==> config.mk <==
export PLATFORM = sky130hd
export DESIGN_NAME = serial_bit_mapper
export DESIGN_NICKNAME = d
export VERILOG_FILES = /design/src/rtl/sbm_pkg.sv /design/src/rtl/sbm_slot_table.sv /design/src/rtl/sbm_frame_ctrl.sv /design/src/rtl/sbm_lane_out.sv /design/src/rtl/serial_bit_mapper.sv
export SDC_FILE = /design/constraint.sdc
export NUM_CORES = 2
export LEC_CHECK = 0
export ABC_AREA = 1
export BUFFER_PORTS_ARGS = -buffer_cell sky130_fd_sc_hd__clkbuf_2
export CORE_ASPECT_RATIO = 0.7
export CORE_UTILIZATION = 51
export DETAILED_ROUTE_END_ITERATION = 8
export PLACE_DENSITY_LB_ADDON = 0.2
export SYNTH_ARGS = -nofsm -noshare
export SYNTH_HDL_FRONTEND = slang
export SYNTH_SLANG_ARGS = --single-unit
==> constraint.sdc <==
create_clock -name clk -period 6.3 [get_ports clk]
set_input_delay 0.945 -clock clk [delete_from_list [all_inputs] [get_ports clk]]
set_output_delay 0.945 -clock clk [all_outputs]
set_load 0.01 [all_outputs]
==> src/rtl/sbm_pkg.sv <==
package sbm_pkg;
  localparam int SAMPLE_W   = 20;
  localparam int ID_W       = 7;
  localparam int SLOTS      = 40;
  localparam int LANE_SLOTS = 20;
  localparam int IDX_W      = $clog2(SLOTS);
  localparam int LEN_W      = $clog2(SLOTS + 1);

  typedef enum logic [1:0] {
    MODE_TWO    = 2'b00,
    MODE_ONE    = 2'b01,
    MODE_SHARED = 2'b10,
    MODE_ALT    = 2'b11
  } lane_mode_e;

  typedef logic [SLOTS-1:0][ID_W-1:0] slot_tab_t;

  typedef struct packed {
    logic       valid;
    logic       use_cur;
    logic       chan_b;
    logic [4:0] pos;
  } bit_ref_t;

  // Field split of an identifier: [6] sample age, [2] channel, {[5:3],[1:0]} position + 2
  function automatic bit_ref_t decode_id(input logic [ID_W-1:0] id);
    bit_ref_t   r;
    logic [4:0] raw;
    raw       = {id[5:3], id[1:0]};
    r.use_cur = id[6];
    r.chan_b  = ~id[2];
    r.valid   = (raw >= 5'd2) && (raw <= 5'd21);
    r.pos     = raw - 5'd2;
    return r;
  endfunction

  function automatic logic [ID_W-1:0] ident_id(input int slot, input bit chan_b);
    logic [4:0] raw;
    logic       cur;
    if (slot < LANE_SLOTS) begin
      cur = 1'b1;
      raw = 5'(LANE_SLOTS + 1 - slot);
    end else begin
      cur = 1'b0;
      raw = 5'(SLOTS + 1 - slot);
    end
    return {cur, raw[4:2], ~chan_b, raw[1:0]};
  endfunction

  function automatic slot_tab_t ident_table(input bit chan_b);
    slot_tab_t t;
    for (int s = 0; s < SLOTS; s++) t[s] = ident_id(s, chan_b);
    return t;
  endfunction

  function automatic logic fetch_bit(input bit_ref_t r,
                                     input logic [SAMPLE_W-1:0] ca, pa, cb, pb);
    logic [SAMPLE_W-1:0] src;
    case ({r.chan_b, r.use_cur})
      2'b01:   src = ca;
      2'b00:   src = pa;
      2'b11:   src = cb;
      default: src = pb;
    endcase
    return r.valid ? src[r.pos] : 1'b0;
  endfunction
endpackage

==> src/rtl/sbm_slot_table.sv <==
module sbm_slot_table
  import sbm_pkg::*;
#(
  parameter int                ADDR_W = 8,
  parameter logic [ADDR_W-1:0] BASE   = 8'h39,
  parameter bit                CHAN_B = 1'b0
) (
  input  logic              clk,
  input  logic              rst,
  input  logic              wr_en,
  input  logic [ADDR_W-1:0] wr_addr,
  input  logic [ID_W-1:0]   wr_data,
  input  logic              commit,
  output slot_tab_t         active
);
  localparam slot_tab_t INIT_TAB = ident_table(CHAN_B);

  logic [ADDR_W-1:0] offset;
  logic              hit;
  slot_tab_t         shadow;

  assign offset = wr_addr - BASE;
  assign hit    = wr_en && (wr_addr >= BASE) && (offset < ADDR_W'(SLOTS));

  always_ff @(posedge clk) begin
    if (rst) begin
      shadow <= INIT_TAB;
      active <= INIT_TAB;
    end else begin
      if (hit) shadow[offset[IDX_W-1:0]] <= wr_data;
      if (commit) active <= shadow;
    end
  end

  // the working table only moves at a frame boundary
  p_hold_r10: assert property (@(posedge clk) disable iff (rst)
    !commit |=> $stable(active))
    else $error("working table changed inside a frame");
endmodule

==> src/rtl/sbm_frame_ctrl.sv <==
module sbm_frame_ctrl
  import sbm_pkg::*;
(
  input  logic             clk,
  input  logic             rst,
  input  lane_mode_e       mode_in,
  input  logic             dup_in,
  input  logic [LEN_W-1:0] len_in,
  output logic             started,
  output logic             commit,
  output logic [IDX_W-1:0] cnt,
  output lane_mode_e       mode_q,
  output logic             dup_q
);
  logic [IDX_W-1:0] last_q;
  logic [LEN_W-1:0] max_len;
  logic [LEN_W-1:0] len_eff;

  always_comb begin
    max_len = (mode_in == MODE_SHARED) ? LEN_W'(SLOTS) : LEN_W'(LANE_SLOTS);
    len_eff = ((len_in == '0) || (len_in > max_len)) ? max_len : len_in;
  end

  assign commit = !started || (cnt == last_q);

  always_ff @(posedge clk) begin
    if (rst) begin
      started <= 1'b0;
      cnt     <= '0;
      last_q  <= IDX_W'(LANE_SLOTS - 1);
      mode_q  <= MODE_TWO;
      dup_q   <= 1'b0;
    end else begin
      started <= 1'b1;
      if (commit) begin
        cnt    <= '0;
        last_q <= IDX_W'(len_eff - 1'b1);
        mode_q <= mode_in;
        dup_q  <= dup_in;
      end else begin
        cnt <= cnt + 1'b1;
      end
    end
  end

  // position never passes the frame's last slot
  p_cnt_range_r9: assert property (@(posedge clk) disable iff (rst)
    started |-> (cnt <= last_q))
    else $error("slot position beyond frame end");

  // lane-pair modes never run past 20 slots
  p_len_cap_r9: assert property (@(posedge clk) disable iff (rst)
    (started && mode_q != MODE_SHARED) |-> (last_q < IDX_W'(LANE_SLOTS)))
    else $error("frame longer than a lane half");
endmodule

==> src/rtl/sbm_lane_out.sv <==
module sbm_lane_out
  import sbm_pkg::*;
(
  input  logic                      clk,
  input  logic                      rst,
  input  logic                      started,
  input  logic                      commit,
  input  logic [IDX_W-1:0]          cnt,
  input  lane_mode_e                mode_q,
  input  logic                      dup_q,
  input  logic [1:0][SLOTS-1:0][ID_W-1:0] tabs,
  input  logic [SAMPLE_W-1:0]       cur_a,
  input  logic [SAMPLE_W-1:0]       prev_a,
  input  logic [SAMPLE_W-1:0]       cur_b,
  input  logic [SAMPLE_W-1:0]       prev_b,
  output logic                      tx_a0,
  output logic                      tx_a1,
  output logic                      tx_b0,
  output logic                      tx_b1,
  output logic                      frame_sync
);
  logic [SAMPLE_W-1:0] s_ca, s_pa, s_cb, s_pb;
  logic [IDX_W-1:0]    sec_idx;
  logic                sec_in_range;
  logic [1:0]          prim_bit, sec_bit, prim_ok;

  assign sec_idx      = cnt + IDX_W'(LANE_SLOTS);
  assign sec_in_range = sec_idx < IDX_W'(SLOTS);

  for (genvar ch = 0; ch < 2; ch++) begin : g_chan
    logic [ID_W-1:0] prim_id, sec_id;
    bit_ref_t        prim_ref, sec_ref;
    assign prim_id      = tabs[ch][cnt];
    assign sec_id       = sec_in_range ? tabs[ch][sec_idx] : '0;
    assign prim_ref     = decode_id(prim_id);
    assign sec_ref      = decode_id(sec_id);
    assign prim_ok[ch]  = prim_ref.valid;
    assign prim_bit[ch] = fetch_bit(prim_ref, s_ca, s_pa, s_cb, s_pb);
    assign sec_bit[ch]  = fetch_bit(sec_ref, s_ca, s_pa, s_cb, s_pb);
  end

  always_ff @(posedge clk) begin
    if (rst) begin
      {tx_a0, tx_a1, tx_b0, tx_b1, frame_sync} <= '0;
      s_ca <= '0;
      s_pa <= '0;
      s_cb <= '0;
      s_pb <= '0;
    end else begin
      if (commit) begin
        s_ca <= cur_a;
        s_pa <= prev_a;
        s_cb <= cur_b;
        s_pb <= prev_b;
      end
      if (!started) begin
        {tx_a0, tx_a1, tx_b0, tx_b1, frame_sync} <= '0;
      end else begin
        frame_sync <= (cnt == '0);
        case (mode_q)
          MODE_SHARED: begin
            tx_a0 <= prim_bit[0];
            tx_a1 <= 1'b0;
            tx_b0 <= 1'b0;
            tx_b1 <= 1'b0;
          end
          MODE_ONE: begin
            tx_a0 <= prim_bit[0];
            tx_a1 <= dup_q & sec_bit[0];
            tx_b0 <= prim_bit[1];
            tx_b1 <= dup_q & sec_bit[1];
          end
          default: begin
            tx_a0 <= prim_bit[0];
            tx_a1 <= sec_bit[0];
            tx_b0 <= prim_bit[1];
            tx_b1 <= sec_bit[1];
          end
        endcase
      end
    end
  end

  // shared-lane mode leaves three lanes idle
  p_shared_quiet_r7: assert property (@(posedge clk) disable iff (rst)
    (started && mode_q == MODE_SHARED) |=> (!tx_a1 && !tx_b0 && !tx_b1))
    else $error("idle lane active in shared mode");

  // no redundant copy unless enabled
  p_dup_off_r6: assert property (@(posedge clk) disable iff (rst)
    (started && mode_q == MODE_ONE && !dup_q) |=> (!tx_a1 && !tx_b1))
    else $error("secondary lane active without copy enable");

  // an undecodable identifier sends zero
  p_bad_id_r8: assert property (@(posedge clk) disable iff (rst)
    (started && !prim_ok[0]) |=> !tx_a0)
    else $error("invalid identifier produced a one");
endmodule

==> src/rtl/serial_bit_mapper.sv <==
module serial_bit_mapper
  import sbm_pkg::*;
#(
  parameter int                ADDR_W = 8,
  parameter logic [ADDR_W-1:0] BASE_A = 8'h39,
  parameter logic [ADDR_W-1:0] BASE_B = 8'h61
) (
  input  logic                clk,
  input  logic                rst,
  input  logic [SAMPLE_W-1:0] cur_a,
  input  logic [SAMPLE_W-1:0] prev_a,
  input  logic [SAMPLE_W-1:0] cur_b,
  input  logic [SAMPLE_W-1:0] prev_b,
  input  logic                map_we,
  input  logic [ADDR_W-1:0]   map_addr,
  input  logic [ID_W-1:0]     map_data,
  input  logic [1:0]          lane_mode,
  input  logic                dup_en,
  input  logic [LEN_W-1:0]    frame_len,
  output logic                tx_a0,
  output logic                tx_a1,
  output logic                tx_b0,
  output logic                tx_b1,
  output logic                frame_sync
);
  logic                           started, commit, dup_q;
  logic [IDX_W-1:0]               cnt;
  lane_mode_e                     mode_q;
  logic [1:0][SLOTS-1:0][ID_W-1:0] tabs;

  sbm_frame_ctrl u_ctrl (
    .clk     (clk),
    .rst     (rst),
    .mode_in (lane_mode_e'(lane_mode)),
    .dup_in  (dup_en),
    .len_in  (frame_len),
    .started (started),
    .commit  (commit),
    .cnt     (cnt),
    .mode_q  (mode_q),
    .dup_q   (dup_q)
  );

  sbm_slot_table #(.ADDR_W(ADDR_W), .BASE(BASE_A), .CHAN_B(1'b0)) u_tab_a (
    .clk     (clk),
    .rst     (rst),
    .wr_en   (map_we),
    .wr_addr (map_addr),
    .wr_data (map_data),
    .commit  (commit),
    .active  (tabs[0])
  );

  sbm_slot_table #(.ADDR_W(ADDR_W), .BASE(BASE_B), .CHAN_B(1'b1)) u_tab_b (
    .clk     (clk),
    .rst     (rst),
    .wr_en   (map_we),
    .wr_addr (map_addr),
    .wr_data (map_data),
    .commit  (commit),
    .active  (tabs[1])
  );

  sbm_lane_out u_out (
    .clk        (clk),
    .rst        (rst),
    .started    (started),
    .commit     (commit),
    .cnt        (cnt),
    .mode_q     (mode_q),
    .dup_q      (dup_q),
    .tabs       (tabs),
    .cur_a      (cur_a),
    .prev_a     (prev_a),
    .cur_b      (cur_b),
    .prev_b     (prev_b),
    .tx_a0      (tx_a0),
    .tx_a1      (tx_a1),
    .tx_b0      (tx_b0),
    .tx_b1      (tx_b1),
    .frame_sync (frame_sync)
  );
endmodule

==> results.tsv <==
stage	metric	value	unit
run_status	outcome	completed	
detailed_routing	ant_nets	0	
global_route	grt.met1_usage	51.0	%
logic_synthesis	synth_ff_type	dfxtp_1	
logic_synthesis	syn_area	52600	µm²
cts	clk_latency	0.74	ns
global_route	overflow	0	
detailed_routing	num_vias	49500	
logic_synthesis	ys_async_sr_fraction	0	%
global_route	grt_pass1_vias	43700	
critical_path	crit_fanout	112	
critical_path	rr_startpoint	u_ctrl.cnt[0]	
finish	final_cell_count_no_fill	8503	
cts	postCtsSetupBuffers	0	
power_and_ir_drop	p_switching	4.62	mW
finish	final_util	55.8	%
power_and_ir_drop	p_per_area	299	nW/µm²
sta	hold_viol	0	
critical_path	endpoint_kind	flip-flop	
global_route	grt_max_degree	236	
logic_synthesis	avgSynthCellArea	7.21	µm²
critical_path	worstSetupPathType	reg -> reg	
sta	post-route-min-period	4.72	ns
logic_synthesis	ys_types	49	
sta	finalSetupViolations	0	
floorplan	fp.dieH	271	µm
worst_hold_path	hold_class	reg -> reg	
cts	cts_sinks	1221	
cts	numCtsBuffers	111	
critical_path	cp.arrival	5.33	ns
worst_hold_path	hold_depth	2	
detailed_routing	post_drt_wl_per_cell	21.3	µm
sta	rsz0062_at_grt	false	
power_and_ir_drop	peakVddDrop	0.232	mV
cts	post_cts_resized	0	
floorplan	dieArea	105000	µm²
worst_hold_path	holdCritStartpoint	u_tab_b.shadow[116]	
cts	htreeDepth	3	
global_route	grt_pass1_wl	274000	µm
sta	finClkSkew	0.0422	ns
finish	nNetsFinal	7194	
worst_hold_path	holdPathEnd	u_tab_b.active[116]	
detailed_routing	drt-initial-drc-count	6464	
logic_synthesis	ys_seq_area_share	46.4	%
power_and_ir_drop	power	17.0	mW
placement	place_hpwl	114000	µm
detailed_routing	drc	0	
logic_synthesis	ys_seq_elements	1221	
sta	max_clock_freq	0.212	GHz
detailed_routing	dr.pass1.iters	9	
global_route	gr-usage-met2	46.5	%
global_route	grt_util_met3	7.84	%
cts	clkTransAtPathRegs	0.07	ns
flow_run	maxCapViolCount	0	
detailed_routing	drt_wl_total	181000	µm
placement	placed_area	53100	µm²
floorplan	ios	112	
placement	place_congestion	1.01	
floorplan	start_util	51.5	%
cts	clockRootBuffer	clkbuf_16	
floorplan	die_x	386	µm
power_and_ir_drop	pwr-share-seq	47.4	%
finish	drive_gt1_share	6.31	%
sta	worstMarginPinSlew	1.24	ns
logic_synthesis	synth_edf_count	0	
finish	final_common_cell	nand2_1	
sta	relSlewSlack	17.6	%
finish	final_cell_mix	nand2_1 (1686), dfxtp_1 (1218), o21ai_0 (857), a21oi_1 (664), nand3_1 (633)	
detailed_routing	viasPerCell	5.83	
critical_path	cp.required	6.91	ns
cts	ctsLongestPathBuffers	3	
finish	syn_to_final_growth	8.29	%
logic_synthesis	syn_nets	7436	
global_route	antenna_found_initial	4	
critical_path	r2r_cells	14	
placement	placed_cells	8296	
logic_synthesis	synthCells	7301	
finish	stdcell_area	57000	µm²
placement	port-buffer-count	111	
finish	n_fill_cell	9814	
power_and_ir_drop	internal_power	12.4	mW
power_and_ir_drop	leakagePower	25.1	nW
critical_path	reg2reg_slack	1.58	ns
global_route	grt-busiest-layer	met1	
global_route	grt_usage	33.7	%
floorplan	core-area	102000	µm²
floorplan	num_rows	98	
cts	cts_hold_buf	0	
power_and_ir_drop	clkPwrFrac	41.9	%
sta	fin_crit_sh	74.9	%
power_and_ir_drop	switching_share	27.2	%
sta	setup_tns	0	ns
sta	slew_viol_final	0	
cts	cts_tree	done	
logic_synthesis	ys_warn_count	0	
power_and_ir_drop	p_comb_share	10.7	%
critical_path	r2r-end	u_out.tx_a0	
critical_path	critPathLaunchType	flip-flop	
[how the worst max path moves through the flow]
| stage | slack [ns] | from | end | cells past startpoint |
|---|---|---|---|---|
| 6_report | 1.58 | u_ctrl.cnt[0] | u_out.tx_a0 | 14 |
| 5_1_grt | 1.42 | u_ctrl.cnt[2] | u_out.tx_a1 | 16 |
| 4_1_cts | 1.82 | u_ctrl.cnt[0] | u_out.tx_a0 | 14 |
| 3_5_place_dp | 1.84 | u_ctrl.cnt[0] | u_out.tx_a0 | 14 |
| 3_3_place_gp | 1.87 | u_ctrl.cnt[2] | u_out.tx_a1 | 16 |
| 2_1_floorplan | 2.43 | u_ctrl.cnt[2] | u_out.tx_b1 | 26 |
[state kept, by name, indices dropped and copies added (netlist names)]
| signal | cells |
|---|---|
| u_ctrl.dup_q | 1 |
| u_out.s_pa | 20 |
| u_tab_a.active | 280 |
| u_out.frame_sync | 1 |
| u_ctrl.started | 1 |
| u_out.tx_b1 | 1 |
| u_tab_b.shadow | 280 |
| u_out.s_pb | 20 |
| u_tab_b.active | 280 |
| u_out.tx_a0 | 1 |
| u_out.s_cb | 20 |
| u_out.s_ca | 20 |
| u_out.tx_a1 | 1 |
| u_ctrl.mode_q | 2 |
| u_ctrl.last_q | 6 |
| u_out.tx_b0 | 1 |
| u_ctrl.cnt | 6 |
| u_tab_a.shadow | 280 |
[power by group through the flow]
stage	logic, mW	registers [mW]	clock network, mW
4_1_cts	1.77	8.06	7.22
3_5_place_dp	1.76	8.23	0
3_3_place_gp	1.76	8.23	0
2_1_floorplan	1.17	8.17	0
5_1_grt	1.97	8.08	7.52
6_report	1.82	8.07	7.14
[cell usage after synthesis, drive strengths merged (2+ instances only)]
cell / count / area, µm²
nand2: 1698 / 6410
dfxtp: 1221 / 24400
o21ai: 919 / 4600
a21oi: 667 / 3350
nand3: 637 / 3210
inv: 575 / 2160
nor2: 553 / 2120
clkbuf: 356 / 1340
o211ai: 295 / 2210
buf: 191 / 1190
o22ai: 34 / 213
ha: 28 / 350
nand4: 19 / 125
a22oi: 16 / 120
o22a: 15 / 131
a32o: 14 / 140
a22o: 12 / 105
xor2: 9 / 101
clkinv: 8 / 30.0
nor3: 6 / 30.0
o221ai: 5 / 43.8
a31oi: 4 / 40.0
o2111ai: 4 / 35.0
o21bai: 3 / 22.5
or2: 3 / 18.8
xnor2: 3 / 33.8
nor4: 2 / 12.5
[cell families after synthesis]
kind of cell             share of synthesized area (%)
AO/OA/AOI/OAI                                     21.0
XOR/XNOR                                         0.257
AND/OR/NAND/NOR                                   22.7
buffers and inverters                             8.96
flip-flops                                        46.4
adder cells (fa/ha/maj)                          0.666
[through the flow]
stage / hold WS [ns] / setup slack (ns)
final: 0.446 / 1.58
after floorplan: 0.423 / 2.43
after detailed placement: 0.437 / 1.84
after global placement: 0.433 / 1.87
after global routing: 0.443 / 1.42
after CTS: 0.411 / 1.82
[area by class of cell]
class | count | area (µm²) | share of cell area [%]
clock buffer | 161 | 3300 | 5.79
clock inverter | 43 | 549 | 0.964
sequential | 1221 | 24500 | 42.9
antenna | 3 | 7.51 | 0.0132
tap | 1350 | 1690 | 2.96
multi-input combinational | 4950 | 23500 | 41.2
inverter | 583 | 2220 | 3.89
timing repair buffer | 192 | 1290 | 2.26
[critical path, stage by stage, from the launching register on]
cell and delay, ns:
dfxtp_4 0.51, inv_8 0.61, buf_4 0.52, o21ai_1 0.10, o22ai_1 0.76, o21ai_1 0.19, o211ai_1 0.13, nand2_1 0.07
and3_1 0.23, ha_1 0.25, inv_1 0.07, xor2_1 0.47, nand3_1 0.28, a21oi_1 0.20, nor2_1 0.06
[per-layer routing]
metal | vias up | share of wire (%)
met5 | - | 0
met4 | 0 | 3.1
met3 | 332 | 11
met2 | 2394 | 40
met1 | 23100 | 46
li1 | 23700 | -
Note: power is estimated with default switching activity, not from simulation.
